===== src/rtl/dma_cmpl_pkg.sv =====
package dma_cmpl_pkg;
  typedef enum logic {
    SEQ_IDLE = 1'b0,
    SEQ_PUSH = 1'b1
  } seq_state_e;
endpackage


===== src/rtl/dma_cmpl_tag.sv =====
module dma_cmpl_tag #(
  parameter int ADDR_W = 32
) (
  input  logic              clk_i,
  input  logic              rst_ni,
  input  logic              sw_we_i,
  input  logic [ADDR_W-1:0] sw_data_i,
  input  logic              desc_ld_i,
  input  logic [ADDR_W-1:0] desc_addr_i,
  output logic [ADDR_W-1:0] tag_o
);
  always_ff @(posedge clk_i or negedge rst_ni) begin
    if (!rst_ni)        tag_o <= '0;
    else if (desc_ld_i) tag_o <= desc_addr_i;  // hardware load wins
    else if (sw_we_i)   tag_o <= sw_data_i;
  end
endmodule


===== src/rtl/dma_cmpl_seq.sv =====
module dma_cmpl_seq
  import dma_cmpl_pkg::*;
#(
  parameter int ADDR_W = 32,
  parameter int ID_W   = 26
) (
  input  logic              clk_i,
  input  logic              rst_ni,
  input  logic              req_i,
  input  logic              queue_i,
  input  logic [ADDR_W-1:0] tag_i,
  input  logic              full_i,
  output logic              push_o,
  output logic [ID_W-1:0]   data_o,
  output logic              ack_o,
  output logic              busy_o
);
  localparam int ID_LSB = ADDR_W - ID_W;

  seq_state_e state_q, state_d;
  logic [ID_W-1:0] id_q;

  always_comb begin
    state_d = state_q;
    ack_o   = 1'b0;
    unique case (state_q)
      SEQ_IDLE: if (req_i) begin
        if (queue_i) state_d = SEQ_PUSH;
        else         ack_o   = 1'b1;
      end
      SEQ_PUSH: if (!full_i) begin
        ack_o   = 1'b1;
        state_d = SEQ_IDLE;
      end
      default: state_d = SEQ_IDLE;
    endcase
  end

  always_ff @(posedge clk_i or negedge rst_ni) begin
    if (!rst_ni) begin
      state_q <= SEQ_IDLE;
      id_q    <= '0;
    end else begin
      state_q <= state_d;
      // snapshot so a tag reload during a stall cannot alter the entry
      if (state_q == SEQ_IDLE && req_i && queue_i) id_q <= tag_i[ADDR_W-1:ID_LSB];
    end
  end

  assign push_o = (state_q == SEQ_PUSH);
  assign busy_o = (state_q == SEQ_PUSH);
  assign data_o = id_q;
endmodule


===== src/rtl/dma_cmpl_stat.sv =====
module dma_cmpl_stat #(
  parameter int ERR_W = 4
) (
  input  logic           clk_i,
  input  logic           rst_ni,
  input  logic           ack_i,
  input  logic           inhibit_i,
  input  logic [ERR_W-1:0] err_i,
  input  logic           clr_i,
  input  logic [ERR_W:0] clr_mask_i,
  input  logic           en_we_i,
  input  logic [ERR_W:0] en_i,
  output logic [ERR_W:0] stat_o,
  output logic           irq_o
);
  logic [ERR_W:0] set_v;
  logic [ERR_W:0] clr_v;
  logic [ERR_W:0] en_q;
  logic           any_err;

  assign any_err  = |err_i;
  assign set_v[0] = ack_i && !any_err && !inhibit_i;
  assign clr_v    = clr_i ? clr_mask_i : '0;

  for (genvar k = 0; k < ERR_W; k++) begin : g_err
    assign set_v[k+1] = ack_i && err_i[k];
  end

  for (genvar k = 0; k <= ERR_W; k++) begin : g_bit
    always_ff @(posedge clk_i or negedge rst_ni) begin
      if (!rst_ni)       stat_o[k] <= 1'b0;
      else if (set_v[k]) stat_o[k] <= 1'b1;  // set beats clear
      else if (clr_v[k]) stat_o[k] <= 1'b0;
    end
  end

  always_ff @(posedge clk_i or negedge rst_ni) begin
    if (!rst_ni)      en_q <= '0;
    else if (en_we_i) en_q <= en_i;
  end

  assign irq_o = |(stat_o & en_q);
endmodule


===== src/rtl/dma_cmpl_rpt.sv =====
module dma_cmpl_rpt #(
  parameter int ADDR_W = 32,
  parameter int ID_W   = 26,
  parameter int ERR_W  = 4
) (
  input  logic              clk_i,
  input  logic              rst_ni,
  input  logic              cmpl_req_i,
  input  logic [ERR_W-1:0]  cmpl_err_i,
  input  logic              queue_evt_i,
  input  logic              inhibit_i,
  input  logic              sw_tag_we_i,
  input  logic [ADDR_W-1:0] sw_tag_i,
  input  logic              desc_ld_i,
  input  logic [ADDR_W-1:0] desc_addr_i,
  input  logic              stat_clr_i,
  input  logic [ERR_W:0]    stat_clr_mask_i,
  input  logic              irq_en_we_i,
  input  logic [ERR_W:0]    irq_en_i,
  input  logic              evq_full_i,
  output logic              evq_push_o,
  output logic [ID_W-1:0]   evq_data_o,
  output logic              cmpl_ack_o,
  output logic              busy_o,
  output logic [ADDR_W-1:0] tag_o,
  output logic [ERR_W:0]    stat_o,
  output logic              irq_o
);
  dma_cmpl_tag #(.ADDR_W(ADDR_W)) tag_i (
    .clk_i      (clk_i),
    .rst_ni     (rst_ni),
    .sw_we_i    (sw_tag_we_i),
    .sw_data_i  (sw_tag_i),
    .desc_ld_i  (desc_ld_i),
    .desc_addr_i(desc_addr_i),
    .tag_o      (tag_o)
  );

  dma_cmpl_seq #(.ADDR_W(ADDR_W), .ID_W(ID_W)) seq_i (
    .clk_i  (clk_i),
    .rst_ni (rst_ni),
    .req_i  (cmpl_req_i),
    .queue_i(queue_evt_i),
    .tag_i  (tag_o),
    .full_i (evq_full_i),
    .push_o (evq_push_o),
    .data_o (evq_data_o),
    .ack_o  (cmpl_ack_o),
    .busy_o (busy_o)
  );

  dma_cmpl_stat #(.ERR_W(ERR_W)) stat_i (
    .clk_i     (clk_i),
    .rst_ni    (rst_ni),
    .ack_i     (cmpl_ack_o),
    .inhibit_i (inhibit_i),
    .err_i     (cmpl_err_i),
    .clr_i     (stat_clr_i),
    .clr_mask_i(stat_clr_mask_i),
    .en_we_i   (irq_en_we_i),
    .en_i      (irq_en_i),
    .stat_o    (stat_o),
    .irq_o     (irq_o)
  );
endmodule


===== config.mk =====
export PLATFORM = sky130hd
export DESIGN_NAME = dma_cmpl_rpt
export DESIGN_NICKNAME = d
export VERILOG_FILES = /design/src/rtl/dma_cmpl_pkg.sv /design/src/rtl/dma_cmpl_tag.sv /design/src/rtl/dma_cmpl_seq.sv /design/src/rtl/dma_cmpl_stat.sv /design/src/rtl/dma_cmpl_rpt.sv
export SDC_FILE = /design/constraint.sdc
export NUM_CORES = 1
export LEC_CHECK = 0
export ABC_AREA = 1
export BUFFER_PORTS_ARGS = -buffer_cell sky130_fd_sc_hd__buf_2
export CORE_ASPECT_RATIO = 1.2
export CORE_UTILIZATION = 40
export CTS_CLUSTER_DIAMETER = 150
export DETAILED_ROUTE_END_ITERATION = 10
export GPL_ROUTABILITY_DRIVEN = 0
export PLACE_DENSITY = 0.73
export SLEW_MARGIN = 30
export SYNTH_ARGS = -nofsm -noshare
export SYNTH_HDL_FRONTEND = slang
export SYNTH_SLANG_ARGS = --single-unit

===== constraint.sdc =====
create_clock -name clk_i -period 1.2 [get_ports clk_i]
set_clock_uncertainty 0.15 [all_clocks]
set_input_delay 0 -clock clk_i [delete_from_list [all_inputs] [get_ports clk_i]]
set_output_delay 0 -clock clk_i [all_outputs]
set_load 0.02 [all_outputs]

==> summary.txt <==
Run status
  – Outcome: finished, violations left
  – Failing checks: setup timing

STA
  – Final setup fails: 21
  – RSZ-0062 raised after global routing: yes
  – Final setup margin: -0.0805 ns
  – Max transition margin: between 70 and 80%
  – Final cycle utilization of the critical path: 107%
  – Crit path time final: 1.28 ns
  – Final number of hold-violating endpoints: 0
  – Final Max Slew Viols: 0
  – Worst-Margin Slew: around 0.37 ns
  – Fmax: 781 MHz

Worst setup path
  – Critical path required time: about 1.1 ns
  – Crit Path Class: flop to output pin
  – Crit path max-delay family: flip-flops
  – Flop2flop setup slack: -0.07 ns
  – Buf/Inv on CP: 2
  – Worst path slowest cell: dfrtp_1
  – Most frequent CP cell: nand2_1
  – CP max FO: 2
  – Crit. End Element: output pin
  – Critical path arrival: approximately 1.1 ns
  – CP cell instances: nand2_1 > nand2_1 > inv_1 > nand4_1 > buf_4
  – Worst path max stage delay: roughly 0.39 ns
  – CP Launch Type: flop

Placed design
  – I/O Buffers: ~150
  – Detailed Place HPWL: approximately 5500 um
  – Placed Area: roughly 3800 um^2
  – Post-Place Worst Slack: about 0.011 ns

Power
  – Net Sw Power: 2.12 mW
  – Sequential power share: about 44%
  – Peak VDD IR: 0.750 mV
  – Combinational fraction of design power: between 20% and 30%
  – Sw frac: 32.3%
  – Static Leak: about 2.7 nW
  – PwrDens: between 1000 and 1500 nW/um^2
  – P_int: between 4 and 5 mW
  – Clock Power Share: roughly 28%
  – Total power draw: 6.55 mW

CTS
  – CTS buffer count: 9
  – Clock Latency Late Sink: 0.33 ns
  – Sinks on Clock Net: approximately 70
  – TritonCTS clock tree: done
  – Max clock buf depth: 2
  – H-Tree Depth: 3
  – Clock Pin Slew Worst Setup and Hold Paths: approximately 0.08 ns
  – Clk root buf: clkbuf_8

Floorplan
  – Starting Density: about two fifths
  – Die height: around 95 um
  – Ports: 155
  – CORE AREA: just under 7000 um^2
  – Die area: ~7600 um^2
  – Die X: 79.8 um
  – Row Count: 33

GRT
  – Global-route usage over all layers: between 20% and 30%
  – Antenna violations before repair: 0
  – Pin count of the biggest net entering global routing: 70
  – Gr ovfl total: 0
  – Vias in the first global route: between 3000 and 4000
  – First-pass GRT wire length: between 10000 and 15000 um

Synthesis
  – Area leader, netlist: dfrtp_1
  – Yosys cell types: 14
  – Cells after synthesis: approximately 340
  – Largest cells by area after synthesis: dfrtp_1, nand2_1, nand3_1, o21ai_0, inv_1
  – Post-Syn Nets: 430
  – Register area share after synthesis: between 50% and 60%
  – Mapped Avg Cell Area: ~8.5 um^2
  – Yosys reg bits: 69
  – Post-synth top area share: 59.4%
  – Post-Syn Area: roughly 2900 um^2
  – Synth warn: 0

Flow run
  – MaxCap Viol Count: 0

Routing
  – Via-per-instance ratio: 4.76
  – DR DRC count: 0
  – Routed WL per cell: 14.0 um
  – Post-route antenna net violation count: 0
  – Vias post-DR: roughly 3300
  – DRT iter0 DRCs: 124
  – Drt first pass iters: 4
  – Total wire length: roughly 9600 um

Final layout
  – P&R area growth vs syn: 73.4%
  – Design Area, Final: about 5000 um^2
  – Util after Layout: between 70% and 80%
  – Layout cells sized above 1: between 30% and 40%
  – Number of diodes: 0
  – Fin nets: ~680

Hold path
  – Hold/Removal Path Class: input pin to flop
[synthesized netlist by cell type (all sizes together)]
library cell,n
o21ai,27
nor2,4
inv,34
nand3,34
clkbuf,4
buf,12
dfrtp,69
mux2,5
nand2,152
nand4,1
[worst reg2reg max path, stage by stage (launching register included)]
cell	delay, ns
dfrtp_2	0.42
inv_2	0.08
nand3_4	0.10
bufbuf_16	0.29
nand2_1	0.05
o21ai_0	0.07
[cell families (layout without fill, tap and decap cells)]
kind of cell / Yosys count / after routing / share of synthesized area [%]
compound gates: 27 / 27 / 4.65
buf+inv: 50 / 306 / 7.14
flops: 69 / 69 / 59.4
mux: 5 / 5 / 1.94
simple gates: 191 / 191 / 26.9
[power groups by stage]
stage          Combinational (mW)  Sequential [mW]  Clock, mW
2_1_floorplan               0.435             3.27          0
3_3_place_gp                 1.45             2.89          0
3_5_place_dp                 1.48             2.90          0
4_1_cts                      1.77             2.86       1.86
5_1_grt                      2.01             2.92       1.97
6_report                     1.85             2.88       1.82
[final timing paths]
| path | start | to | cells after the start |
|---|---|---|---|
| max in group asynchronous | rst_ni | tag_i.tag_o[29] | 3 |
| worst min register to register | seq_i.data_o[9] | seq_i.data_o[9] | 2 |
| min in group asynchronous | rst_ni | stat_i.en_q[1] | 3 |
| worst max-delay path | stat_i.stat_o[4] | irq_o | 5 |
| worst min-delay path | sw_tag_we_i | tag_i.tag_o[2] | 5 |
| worst max register to register | seq_i.busy_o | seq_i.data_o[16] | 5 |
[layout by cell type, fill, tap and decap left out, types with 2 or more instances in the layout]
| master | instances |
|---|---|
| buf_12 | 3 |
| buf_2 | 150 |
| buf_4 | 9 |
| buf_6 | 6 |
| bufbuf_16 | 2 |
| clkbuf_8 | 9 |
| clkinv_2 | 2 |
| clkinvlp_4 | 2 |
| dfrtp_1 | 68 |
| dlygate4sd3_1 | 86 |
| inv_1 | 32 |
| inv_2 | 2 |
| mux2_2 | 5 |
| nand2_1 | 145 |
| nand2_2 | 6 |
| nand3_1 | 33 |
| nor2_1 | 2 |
| nor2_4 | 2 |
| o21ai_0 | 9 |
| o21ai_1 | 15 |
| o21ai_2 | 3 |
[per-stage QoR]
step,hold WS (ns),setup TNS (ns),std cells
4_1_cts,0.0164,-1.18,683
2_1_floorplan,-0.446,-0.00564,342
3_5_place_dp,-0.0997,0,576
3_3_place_gp,-0.101,0,576
5_1_grt,0.00127,-2.41,685
6_report,0.00856,-0.975,685
[what timing repair did]
item                                    4_1_cts  5_1_grt
gates cloned                                  2        0
buffers inserted                              3        2
pin swaps                                     4        3
gates resized for setup                       6       33
hold buffers                                 86        0
endpoints found under the hold margin       113        0
endpoints found under the setup margin        3       37
[flip-flops by register name (all words and copies together), names as in the netlist]
signal and count:
seq_i.data_o 26, stat_i.en_q 5, stat_i.stat_o 5, tag_i.tag_o 32, seq_i.busy_o 1
[final cells by class]
cell class                 count  area (um^2)
tap                           87          109
fill                         488         1890
sequential                    69         1730
clock buffer                  10          128
clock inverter                 6         63.8
timing repair buffer         256         1870
multi-input combinational    223         1010
inverter                      34          128
[per-layer routing]
metal | up-vias | GRT usage, % | share of wire (%)
met5 | - | 0 | 0
met4 | 0 | 13.7 | 3.8
met3 | 41 | 6.03 | 7.0
met2 | 153 | 46.9 | 51
met1 | 1508 | 28.4 | 38
li1 | 1562 | - | -
Power figures use the tool's default switching activity.
